### src/rtl/acc_pkg.sv
package acc_pkg;
  localparam logic [3:0] OPC_LOAD  = 4'h1;
  localparam logic [3:0] OPC_STORE = 4'h2;
  localparam logic [3:0] OPC_IN    = 4'h3;
  localparam logic [3:0] OPC_ADD   = 4'h5;
  localparam logic [3:0] OPC_OUT   = 4'h7;

  typedef enum logic [2:0] {
    K_LOAD, K_STORE, K_ADD, K_IN, K_OUT, K_HALT
  } op_kind_t;

  typedef enum logic [2:0] {
    ST_FETCH, ST_DECODE, ST_EXEC, ST_WB, ST_HALT
  } core_state_t;
endpackage

### src/rtl/acc_decode.sv
module acc_decode
  import acc_pkg::*;
#(
  parameter int DATA_W = 16,
  parameter int OP_W   = 4
) (
  input  logic [DATA_W-1:0] word,
  output op_kind_t          kind
);
  localparam int ADDR_W = DATA_W - OP_W;

  logic [OP_W-1:0] opc;
  assign opc = word[DATA_W-1:ADDR_W];

  always_comb begin
    unique case (opc)
      OPC_LOAD:  kind = K_LOAD;
      OPC_STORE: kind = K_STORE;
      OPC_ADD:   kind = K_ADD;
      OPC_IN:    kind = K_IN;
      OPC_OUT:   kind = K_OUT;
      default:   kind = K_HALT;
    endcase
  end
endmodule

### src/rtl/acc_datapath.sv
module acc_datapath
  import acc_pkg::*;
#(
  parameter int DATA_W = 16
) (
  input  logic              clk,
  input  logic              rst,
  input  logic              wb_en,
  input  op_kind_t          wb_kind,
  input  logic [DATA_W-1:0] mem_rdata,
  input  logic [DATA_W-1:0] io_rdata,
  output logic [DATA_W-1:0] acc
);
  logic [DATA_W-1:0] sum;
  assign sum = acc + mem_rdata;  // wraps at DATA_W bits

  always_ff @(posedge clk) begin
    if (rst) begin
      acc <= '0;
    end else if (wb_en) begin
      case (wb_kind)
        K_LOAD:  acc <= mem_rdata;
        K_ADD:   acc <= sum;
        K_IN:    acc <= io_rdata;
        default: acc <= acc;
      endcase
    end
  end
endmodule

### src/rtl/acc_seq.sv
module acc_seq
  import acc_pkg::*;
#(
  parameter int DATA_W   = 16,
  parameter int OP_W     = 4,
  parameter int PC_RESET = 0
) (
  input  logic                     clk,
  input  logic                     rst,
  input  logic [DATA_W-1:0]        mem_rdata,
  input  logic [DATA_W-1:0]        acc,
  output logic                     wb_en,
  output op_kind_t                 wb_kind,
  output logic                     mem_rd,
  output logic                     mem_wr,
  output logic [DATA_W-OP_W-1:0]   mem_addr,
  output logic [DATA_W-1:0]        mem_wdata,
  output logic                     io_rd,
  output logic                     io_wr,
  output logic [DATA_W-OP_W-1:0]   io_dev,
  output logic [DATA_W-1:0]        io_wdata,
  output logic                     halted
);
  localparam int ADDR_W = DATA_W - OP_W;
  localparam logic [ADDR_W-1:0] PC_INIT = ADDR_W'(PC_RESET);

  core_state_t       state;
  logic [ADDR_W-1:0] pc;
  logic [DATA_W-1:0] ir;
  op_kind_t          kind_new;
  op_kind_t          kind_ir;

  acc_decode #(.DATA_W(DATA_W), .OP_W(OP_W)) u_dec_new (
    .word(mem_rdata), .kind(kind_new)
  );
  acc_decode #(.DATA_W(DATA_W), .OP_W(OP_W)) u_dec_ir (
    .word(ir), .kind(kind_ir)
  );

  assign wb_en   = (state == ST_WB);
  assign wb_kind = kind_ir;

  always_ff @(posedge clk) begin
    if (rst) begin
      state     <= ST_FETCH;
      pc        <= PC_INIT;
      ir        <= '0;
      mem_rd    <= 1'b1;
      mem_wr    <= 1'b0;
      mem_addr  <= PC_INIT;
      mem_wdata <= '0;
      io_rd     <= 1'b0;
      io_wr     <= 1'b0;
      io_dev    <= '0;
      io_wdata  <= '0;
      halted    <= 1'b0;
    end else begin
      mem_rd <= 1'b0;
      mem_wr <= 1'b0;
      io_rd  <= 1'b0;
      io_wr  <= 1'b0;
      case (state)
        ST_FETCH: state <= ST_DECODE;
        ST_DECODE: begin
          ir    <= mem_rdata;
          pc    <= pc + 1'b1;
          state <= ST_EXEC;
          case (kind_new)
            K_LOAD, K_ADD: begin
              mem_rd   <= 1'b1;
              mem_addr <= mem_rdata[ADDR_W-1:0];
            end
            K_STORE: begin
              mem_wr    <= 1'b1;
              mem_addr  <= mem_rdata[ADDR_W-1:0];
              mem_wdata <= acc;
            end
            K_IN: begin
              io_rd  <= 1'b1;
              io_dev <= mem_rdata[ADDR_W-1:0];
            end
            K_OUT: begin
              io_wr    <= 1'b1;
              io_dev   <= mem_rdata[ADDR_W-1:0];
              io_wdata <= acc;
            end
            default: begin
              halted <= 1'b1;
              state  <= ST_HALT;
            end
          endcase
        end
        ST_EXEC: begin
          if (kind_ir == K_LOAD || kind_ir == K_ADD || kind_ir == K_IN) begin
            state <= ST_WB;
          end else begin
            state    <= ST_FETCH;
            mem_rd   <= 1'b1;
            mem_addr <= pc;
          end
        end
        ST_WB: begin
          state    <= ST_FETCH;
          mem_rd   <= 1'b1;
          mem_addr <= pc;
        end
        default: state <= ST_HALT;
      endcase
    end
  end
endmodule

### src/rtl/acc_core.sv
module acc_core
  import acc_pkg::*;
#(
  parameter int DATA_W   = 16,
  parameter int OP_W     = 4,
  parameter int PC_RESET = 0
) (
  input  logic                   clk,
  input  logic                   rst,
  output logic                   mem_rd,
  output logic                   mem_wr,
  output logic [DATA_W-OP_W-1:0] mem_addr,
  output logic [DATA_W-1:0]      mem_wdata,
  input  logic [DATA_W-1:0]      mem_rdata,
  output logic                   io_rd,
  output logic                   io_wr,
  output logic [DATA_W-OP_W-1:0] io_dev,
  output logic [DATA_W-1:0]      io_wdata,
  input  logic [DATA_W-1:0]      io_rdata,
  output logic                   halted
);
  logic [DATA_W-1:0] acc;
  logic              wb_en;
  op_kind_t          wb_kind;

  acc_seq #(.DATA_W(DATA_W), .OP_W(OP_W), .PC_RESET(PC_RESET)) u_seq (
    .clk(clk), .rst(rst), .mem_rdata(mem_rdata), .acc(acc),
    .wb_en(wb_en), .wb_kind(wb_kind),
    .mem_rd(mem_rd), .mem_wr(mem_wr), .mem_addr(mem_addr), .mem_wdata(mem_wdata),
    .io_rd(io_rd), .io_wr(io_wr), .io_dev(io_dev), .io_wdata(io_wdata),
    .halted(halted)
  );

  acc_datapath #(.DATA_W(DATA_W)) u_dp (
    .clk(clk), .rst(rst), .wb_en(wb_en), .wb_kind(wb_kind),
    .mem_rdata(mem_rdata), .io_rdata(io_rdata), .acc(acc)
  );
endmodule

### config.mk
export PLATFORM = sky130hd
export DESIGN_NAME = acc_core
export DESIGN_NICKNAME = d
export VERILOG_FILES = /design/src/rtl/acc_pkg.sv /design/src/rtl/acc_decode.sv /design/src/rtl/acc_datapath.sv /design/src/rtl/acc_seq.sv /design/src/rtl/acc_core.sv
export SDC_FILE = /design/constraint.sdc
export NUM_CORES = 1
export LEC_CHECK = 0
export BUFFER_PORTS_ARGS = -buffer_cell sky130_fd_sc_hd__buf_2
export CAP_MARGIN = 20
export CORE_MARGIN = 2
export CORE_UTILIZATION = 52
export CTS_BUF_LIST = sky130_fd_sc_hd__clkbuf_4 sky130_fd_sc_hd__clkbuf_8
export CTS_CLUSTER_DIAMETER = 100
export DETAILED_ROUTE_END_ITERATION = 8
export PLACE_DENSITY = 0.79
export SYNTH_ARGS = -nofsm -noshare
export SYNTH_HDL_FRONTEND = slang
export SYNTH_SLANG_ARGS = --single-unit
### constraint.sdc
create_clock -name clk -period 2.2 [get_ports clk]
set_input_delay 0.22 -clock clk [delete_from_list [all_inputs] [get_ports clk]]
set_output_delay 0.22 -clock clk [all_outputs]
set_load 0.01 [all_outputs]
==> impl_metrics.yaml <==
logic_synthesis:
  post_synth_inst_count: 583
  syn-cell-area_sq_um: 5030
  synth_enable_flop_cells: 0
  synth_area_leader_cell: "dfxtp_1"
  synth_seq_cells: 96
  synth_top_area_share_pct: 38.2
  seq_area_frac_synth_pct: 38.2
  syn_area_per_cell_sq_um: 8.62
  synth_flop_cell: "dfxtp_1"
  asyncSetResetFlopFracSynth_pct: 0
  synth_warnings: 0
  ys_top_cells_by_area: "dfxtp_1, mux2i_1, nor2_1, nand2_1, a21oi_1"
  synth_cell_type_count: 66
  synth.net_count: 634
detailed_routing:
  drc: 0
  final_antenna_net_count: 0
  drt_first_iter_violations: 304
  detail_route.wirelength_microns: 14100
  drt_pre_antenna_iters: 4
  vias: 4644
  wl_per_cell_microns: 17.5
  drt-vias-per-instance: 5.77
timing:
  worst_pin_slew_ps: 624
  setup_ws_ps: 71.9
  maxClockFrequency_mhz: 470
  max-slew-margin-rel_pct: 58.4
  setup_tns_ps: 0
  period_share_pct: 96.7
  min_period_ps: 2130
  setup_viol: 0
  timing.final.max_slew_violations: 0
  timing_hold_violations_final: 0
  fin_skew_ps: 11.9
  rsz0062_at_grt: "false"
  fin_hold_ws_ps: 146
clocking:
  h-tree-depth: 3
  tritoncts_clock_tree: "built"
  cts-resized-gates: 0
  cts-root-buf: "clkbuf_8"
  cts_made_buffers: 9
  worst_setup_hold_path_clk_slew_ps: 100
  cts_setup_buffers: 0
  clock_sinks: 96
  cts-hold-fix-buffers: 0
  clkLatencyLatePin_ps: 370
  clk_path_buf_depth: 2
placement:
  gp_congestion: 0.881
  number_of_port_buffers: 94
  post-dp-hpwl_microns: 10400
  dpl_cell_area_sq_um: 5640
  post-place-ws_ps: 64.6
  dp.cells: 789
power:
  ir_worst_vdd_mv: 0.366
  power.static_leakage_nw: 2.56
  total_power_mw: 3.61
  cellPowerDensity_nw_per_um2: 613
cells_and_area:
  num-fill-cells: 844
  final-instance-count-excl-fill: 805
  utilization_pct: 63.1
  ant_diodes: 0
  area.sequential_sq_um: 1920
  layout-drive-gt1-share_pct: 23.8
  multi_input_area_sq_um: 2880
  areaGrowthSynthToFinish_pct: 17.1
  stdcell_area_sq_um: 5880
  finish.net_count: 722
global_routing:
  grt_first_pass_wirelength_microns: 22200
  grt_start_max_net_pins: 32
  global_route_total_overflow: 0
  track_usage_pct: 27.8
  antenna_found_initial: 0
  first_global_vias: 4430
floorplanning:
  initial_utilization_pct: 53.9
  rows: 35
  die_x_microns: 102
  io_pins: 95
  die_span_y_microns: 102
  design.core.area_sq_um: 9330
  die-area_sq_um: 10500
job:
  maxCapViolations: 0
critical_path:
  crit_path_max_fanout: 6
  crit_type: "reg2reg"
  critical_path_arrival_ps: 2420
  start_kind: "flop"
  worst_ep_required_time_ps: 2490
  setup.worst_path.end_class: "flop"
outcome:
  run_status: "finished, final reports clean"
min_path:
  hold_path_class: "in2reg"
-- critical path, stage by stage, from the launching register on --
cell,delay [ps]
dfxtp_1,350
ha_1,230
fa_2,360
a21o_1,200
a221oi_2,230
buf_4,200
o2111ai_1,130
o41a_1,140
a211oi_1,220
-- cells in the final DEF (no fill, tap or decap), types with 10 or more instances in the layout --
cell type | synthesis | routed
a21oi_1 | 50 | 50
o21ai_0 | 26 | 26
nand2_1 | 71 | 71
nor3_1 | 11 | 11
ha_1 | 16 | 16
nor2_1 | 82 | 82
buf_4 | 6 | 22
mux2i_1 | 46 | 46
buf_2 | 13 | 94
xnor2_1 | 10 | 10
dfxtp_1 | 96 | 96
-- kinds of logic (layout without fill, tap and decap cells) --
kind of cell,count (synthesis),count (layout),share of synthesized area (%)
flops,96,96,38.2
simple gates,215,215,19.7
mux,46,46,9.16
buf+inv,47,140,4.88
xor+xnor,19,19,3.31
compound gates,143,143,20.3
fa+ha+maj,17,17,4.38
-- metal layers --
layer  track usage (%)  part of all wire (%)  wire [microns]  vias to the layer above
met5                 0                     0               0                        -
met4              11.6                   2.9             406                        0
met3              4.79                   5.7             807                       34
met2              47.3                    49            6850                      158
met1              34.9                    43            6030                     2197
li1                  -                     -               -                     2255
-- synth_stat cells, drive strengths merged, types with 2 or more instances --
master,n
a31oi,2
nand2b,8
clkbuf,11
nor3b,2
nand3,5
nor3,12
a211oi,18
o21ai,28
a311oi,2
nand4,9
ha,16
or3,4
o211ai,2
a221o,3
o311a,3
or2,2
nor2b,4
nor4,2
a221oi,8
xor2,9
xnor2,10
buf,30
and3,3
dfxtp,96
a21o,5
nand2,72
nor2,82
o21a,3
o21bai,2
inv,6
a21oi,50
o32ai,4
a2111oi,2
mux2i,46
o221ai,3
and2,3
-- flip-flops by register name, indices dropped and copies added, names as in the netlist --
signal,cells
u_dp.acc,16
u_seq.halted,1
u_seq.io_dev,12
u_seq.io_rd,1
u_seq.io_wdata,16
u_seq.io_wr,1
u_seq.ir,4
u_seq.mem_addr,12
u_seq.mem_rd,1
u_seq.mem_wdata,16
u_seq.mem_wr,1
u_seq.pc,12
u_seq.state,3
-- final timing paths --
check / from / to / slack (ps) / depth (start not counted)
min reg2reg: u_seq.halted / u_seq.halted / 450 / 2
min: mem_rdata[4] / u_seq.io_dev[4] / 150 / 3
max reg2reg: u_dp.acc[0] / u_dp.acc[8] / 70 / 8
max: u_dp.acc[0] / u_dp.acc[8] / 70 / 8
-- final cells by class --
| class | instances | share of cell area (%) |
|---|---|---|
| Inverter | 6 | 0.383 |
| Sequential cell | 96 | 32.7 |
| Multi-Input combinational cell | 440 | 48.9 |
| Timing Repair Buffer | 118 | 11.5 |
| Clock buffer | 9 | 2.11 |
| Tap cell | 129 | 2.74 |
| Clock inverter | 7 | 1.72 |
-- power breakdown --
part	internal [mW]	leakage (nW)	total, mW	switching (mW)
logic	0.180	1.68	0.460	0.280
registers	1.78	0.776	1.82	0.0409
clock network	0.653	0.107	1.33	0.676
total	2.61	2.56	3.61	0.997
No activity file was read; power rests on OpenSTA's default activity.
